===== src/rtl/cascnt_pkg.sv =====
package cascnt_pkg;
  localparam int unsigned NIB_W = 4;
  localparam logic [NIB_W-1:0] NIB_MAX = '1;

  // one-step advance of a stage nibble, wrapping after the maximum
  function automatic logic [NIB_W-1:0] nib_next(input logic [NIB_W-1:0] v);
    return v + {{(NIB_W-1){1'b0}}, 1'b1};
  endfunction

  // a nibble at its terminal value
  function automatic logic nib_full(input logic [NIB_W-1:0] v);
    return v == NIB_MAX;
  endfunction
endpackage


===== src/rtl/cascnt_stage.sv =====
module cascnt_stage
  import cascnt_pkg::*;
(
  input  logic             clk,
  input  logic             clear_n,
  input  logic             load_n,
  input  logic             cep,
  input  logic             cet_in,
  input  logic [NIB_W-1:0] d,
  output logic [NIB_W-1:0] q,
  output logic             tc_out
);
  logic [NIB_W-1:0] q_r;
  logic             load_ev;   // parallel load requested this edge
  logic             step_en;   // increment requested this edge
  logic             at_full;

  assign load_ev = ~load_n;
  assign step_en = load_n & cep & cet_in;
  assign at_full = nib_full(q_r);

  always_ff @(posedge clk or negedge clear_n) begin
    if (!clear_n)     q_r <= '0;
    else if (load_ev) q_r <= d;
    else if (step_en) q_r <= nib_next(q_r);
  end

  assign q      = q_r;
  assign tc_out = clear_n & cet_in & at_full;

  // clear dominates at every edge
  always @(posedge clk) begin
    if (!clear_n) p_clear_zero_r1: assert (q_r == '0);
  end

  // load wins over the enables
  p_load_r2: assert property (@(posedge clk) disable iff (!clear_n)
    load_ev |=> q_r == $past(d));

  // increment wraps within the nibble
  p_count_r3: assert property (@(posedge clk) disable iff (!clear_n)
    step_en |=> q_r == nib_next($past(q_r)));

  // hold when an enable is low
  p_hold_r5: assert property (@(posedge clk) disable iff (!clear_n)
    (load_n && !(cep && cet_in)) |=> $stable(q_r));
endmodule


===== src/rtl/cascnt_top.sv =====
module cascnt_top
  import cascnt_pkg::*;
#(
  parameter int unsigned N = 2
) (
  input  logic             clk,
  input  logic             clear_n,
  input  logic             load_n,
  input  logic             cep,
  input  logic             cet,
  input  logic [4*N-1:0]   load_val,
  output logic [4*N-1:0]   count,
  output logic             tc
);
  localparam int unsigned W = NIB_W * N;

  logic [N:0] carry_chain;  // carry_chain[i] is the carry enable of stage i
  assign carry_chain[0] = cet;

  for (genvar i = 0; i < N; i++) begin : g_stage
    cascnt_stage u_stage (
      .clk     (clk),
      .clear_n (clear_n),
      .load_n  (load_n),
      .cep     (cep),
      .cet_in  (carry_chain[i]),
      .d       (load_val[i*NIB_W +: NIB_W]),
      .q       (count[i*NIB_W +: NIB_W]),
      .tc_out  (carry_chain[i+1])
    );
  end

  assign tc = carry_chain[N];

  // chained terminal count equals full-width all-ones gated by cet
  p_tc_full_r6: assert property (@(posedge clk) disable iff (!clear_n)
    tc == (cet && (count == {W{1'b1}})));

  // full-width wrap
  p_wrap_r4: assert property (@(posedge clk) disable iff (!clear_n)
    (count == {W{1'b1}} && load_n && cep && cet) |=> count == '0);

  // terminal count low under clear
  always @(posedge clk) begin
    if (!clear_n) p_tc_clear_r7: assert (!tc);
  end
endmodule


===== config.mk =====
export PLATFORM = sky130hd
export DESIGN_NAME = cascnt_top
export DESIGN_NICKNAME = d
export VERILOG_FILES = /design/src/rtl/cascnt_pkg.sv /design/src/rtl/cascnt_stage.sv /design/src/rtl/cascnt_top.sv
export SDC_FILE = /design/constraint.sdc
export NUM_CORES = 1
export LEC_CHECK = 0
export BUFFER_PORTS_ARGS = -buffer_cell sky130_fd_sc_hd__buf_2
export CORE_UTILIZATION = 30
export DETAILED_ROUTE_END_ITERATION = 8
export MAX_ROUTING_LAYER = met4
export PLACE_DENSITY = 0.67
export SLEW_MARGIN = 30
export SYNTH_ARGS = -nofsm -noshare
export SYNTH_HDL_FRONTEND = slang
export SYNTH_SLANG_ARGS = --single-unit

===== constraint.sdc =====
create_clock -name clk -period 1.82 [get_ports clk]
set_input_delay 0.364 -clock clk [delete_from_list [all_inputs] [get_ports clk]]
set_output_delay 0.364 -clock clk [all_outputs]
set_load 0.01 [all_outputs]

==> flow_summary.json <==
{
  "status": "complete, no violations",
  "synthTopCellsByCount": "8 x dfrtp_1, 8 x nor2_1, 5 x a31oi_1",
  "ant_nets": 0,
  "die_width_um": 41.5,
  "vias_per_cell": 5.10,
  "netlist_area_um2": 469,
  "antenna_found_initial": 0,
  "grt_use_total_pct": 16.2,
  "initial_utilization_pct": 33.9,
  "clkTransAtPathRegs_ns": 0.05,
  "grt_pass1_wl_um": 2060,
  "core_area_um2": 1380,
  "largest_reg_flops": 8,
  "crit_arrival_ns": 1.36,
  "max_freq_mhz": 579,
  "async_reset_ff_share_pct": 100,
  "hold_violations": 0,
  "cp_slowest_cell": "dfrtp_1",
  "max_cap_viol_count": 0,
  "final_nets": 92,
  "dr.pass1.iters": 2,
  "place_congestion": 0.828,
  "final_max_slew_viol_count": 0,
  "overflow": 0,
  "route.detailed.drc": 0,
  "yosys.area.top_type": "dfrtp_1",
  "synth_ff_type": "dfrtp_1",
  "fillCellCount": 147,
  "synth.area.top_cells": "dfrtp_1 43%, a31oi_1 6.7%, nor2_1 6.4%",
  "cp.required_ns": 1.46,
  "layoutNonFillerInstCount": 90,
  "syn_area_per_cell_um2": 9.02,
  "path_class": "flop to output pin",
  "drive_above_1_share_pct": 40.0,
  "synth_cell_types": 18,
  "fp.dieArea_um2": 1730,
  "place_hpwl_um": 796,
  "cp_max_fo": 9,
  "period_minus_slack_ns": 1.73,
  "worst_skew_pair.late_latency_ns": 0.26,
  "cp-start-kind": "flop",
  "portBuffers": 21,
  "slew_headroom_pct": 82.8,
  "ys_seq_elements": 8,
  "irDropWorstVdd_v": 0.000472,
  "ios": 22,
  "cp-end-kind": "output pin",
  "worst-path-buf-inv": 1,
  "yosysTopAreaCellShare_pct": 42.7,
  "critical_path.max_stage_delay_ns": 0.40,
  "clock-sinks": 8,
  "wirelength_um": 1080,
  "path_delay_family": "flip-flops",
  "clockRootBuffer": "clkbuf_4",
  "area_growth_syn_to_layout_pct": 32.3,
  "grt_setup_unrepaired": "no",
  "row_count": 13,
  "grt_pass1_vias": 477,
  "vias": 459,
  "synth_nets": 67,
  "synth_edf_count": 0,
  "diodes": 0,
  "cts_tree": "done",
  "clockBufferDepth": 2,
  "setup_viol": 0,
  "yosysSeqAreaShare_pct": 42.7,
  "fin_crit_sh_pct": 94.8,
  "chipHeight_um": 41.5,
  "numCtsBuffers": 3,
  "yosysWarningCount": 0,
  "skew_ns": 0.00304,
  "powerDensity_nw_per_um2": 761,
  "p_leak_uw": 0.000283,
  "wire_per_inst_um": 12.0,
  "synth_cells": 52,
  "crit_chain": "ha_1 -> nand4_4 -> nor3_2 -> buf_2",
  "placed_cells": 87,
  "htreeDepth": 1,
  "setup_tns_ns": 0,
  "drt_iter0_drc": 4,
  "worst_pin_slew_ns": 0.258,
  "grt_max_degree": 17,
  "hold_path.class": "input pin to async pin"
}
where the power goes:
| group | internal [uW] | total [uW] | switching [uW] | leakage [uW] |
|---|---|---|---|---|
| clock network | 75.6 | 138 | 62.5 | 0.0000138 |
| logic | 51.5 | 116 | 64.3 | 0.000180 |
| registers | 197 | 218 | 21.4 | 0.0000894 |
what timing repair did:
item | in CTS | in global routing
gates resized for setup | 0 | 1
setup endpoints to repair | 0 | 1
hold buffers | 0 | 0
buffers inserted | 0 | 0
stage by stage:
step | util [%] | total power, uW | cell area [um^2] | hold slack (ns) | setup slack, ns
after CTS | 44.5 | 474 | 616 | 0.0679 | 0.0756
after floorplan | - | 285 | 469 | 0.0684 | 0.287
after global routing | 44.9 | 508 | 621 | 0.0685 | 0.0119
after detailed placement | 42.9 | 337 | 593 | 0.341 | 0.276
final | 44.9 | 472 | 621 | 0.0712 | 0.0942
after global placement | 42.9 | 334 | 593 | 0.339 | 0.317
worst paths after layout:
path | from | end | slack (ns) | depth (start not counted)
max | g_stage[0].u_stage.q[0]$_DFFE_PN0P_ | tc | 0.09 | 4
min | clear_n | g_stage[1].u_stage.q[3]$_DFFE_PN0P_ | 0.07 | 2
max reg2reg | g_stage[0].u_stage.q[0]$_DFFE_PN0P_ | g_stage[1].u_stage.q[3]$_DFFE_PN0P_ | 0.27 | 4
min reg2reg | g_stage[1].u_stage.q[3]$_DFFE_PN0P_ | g_stage[1].u_stage.q[3]$_DFFE_PN0P_ | 0.59 | 2
max in group asynchronous | clear_n | g_stage[1].u_stage.q[1]$_DFFE_PN0P_ | 1.62 | 2
min in group clk | load_val[0] | g_stage[0].u_stage.q[0]$_DFFE_PN0P_ | 0.35 | 3
layer usage:
metal	track usage (%)	routed length (um)	share of wire, %	up-vias
met5	-	0	0	-
li1	-	-	-	236
met2	24.1	492	46	15
met3	8.26	78	7.2	2
met4	3.87	6	0.56	0
met1	19.5	498	46	206
cells in the final DEF, fill, tap and decap left out, drive strengths merged:
cell	instances
or3	3
dfrtp	8
o21ai	3
nor2	8
mux2i	1
nand2	2
buf	22
inv	3
nand3	4
a21oi	3
xnor2	1
o31ai	2
clkbuf	3
or4	2
ha	2
xor2	1
nand4	1
a31oi	5
nor3	1
worst reg2reg max path, delay by kind of cell, from the launching register on:
family	cells	cell delay, ns
simple gates	2	0.68
flops	1	0.40
compound gates	1	0.16
fa+ha+maj	1	0.23
cells by family (layout without fill, tap and decap cells):
kind of cell | count (synthesis) | after routing | synth area share [%]
simple gates | 21 | 21 | 25.9
compound gates | 13 | 13 | 16.3
buf+inv | 5 | 28 | 4.00
mux | 1 | 1 | 2.13
flops | 8 | 8 | 42.7
fa+ha+maj | 2 | 2 | 5.33
xor+xnor | 2 | 2 | 3.73
cell type report:
type | instances | area [um^2] | area share, %
clock buffers | 3 | 22.5 | 3.63
inverters | 3 | 11.3 | 1.81
multi-input cells | 39 | 255 | 41.1
flip-flops and latches | 8 | 200 | 32.3
well taps | 15 | 18.8 | 3.02
repair buffers | 22 | 113 | 18.1
Power figures use the tool's default switching activity.
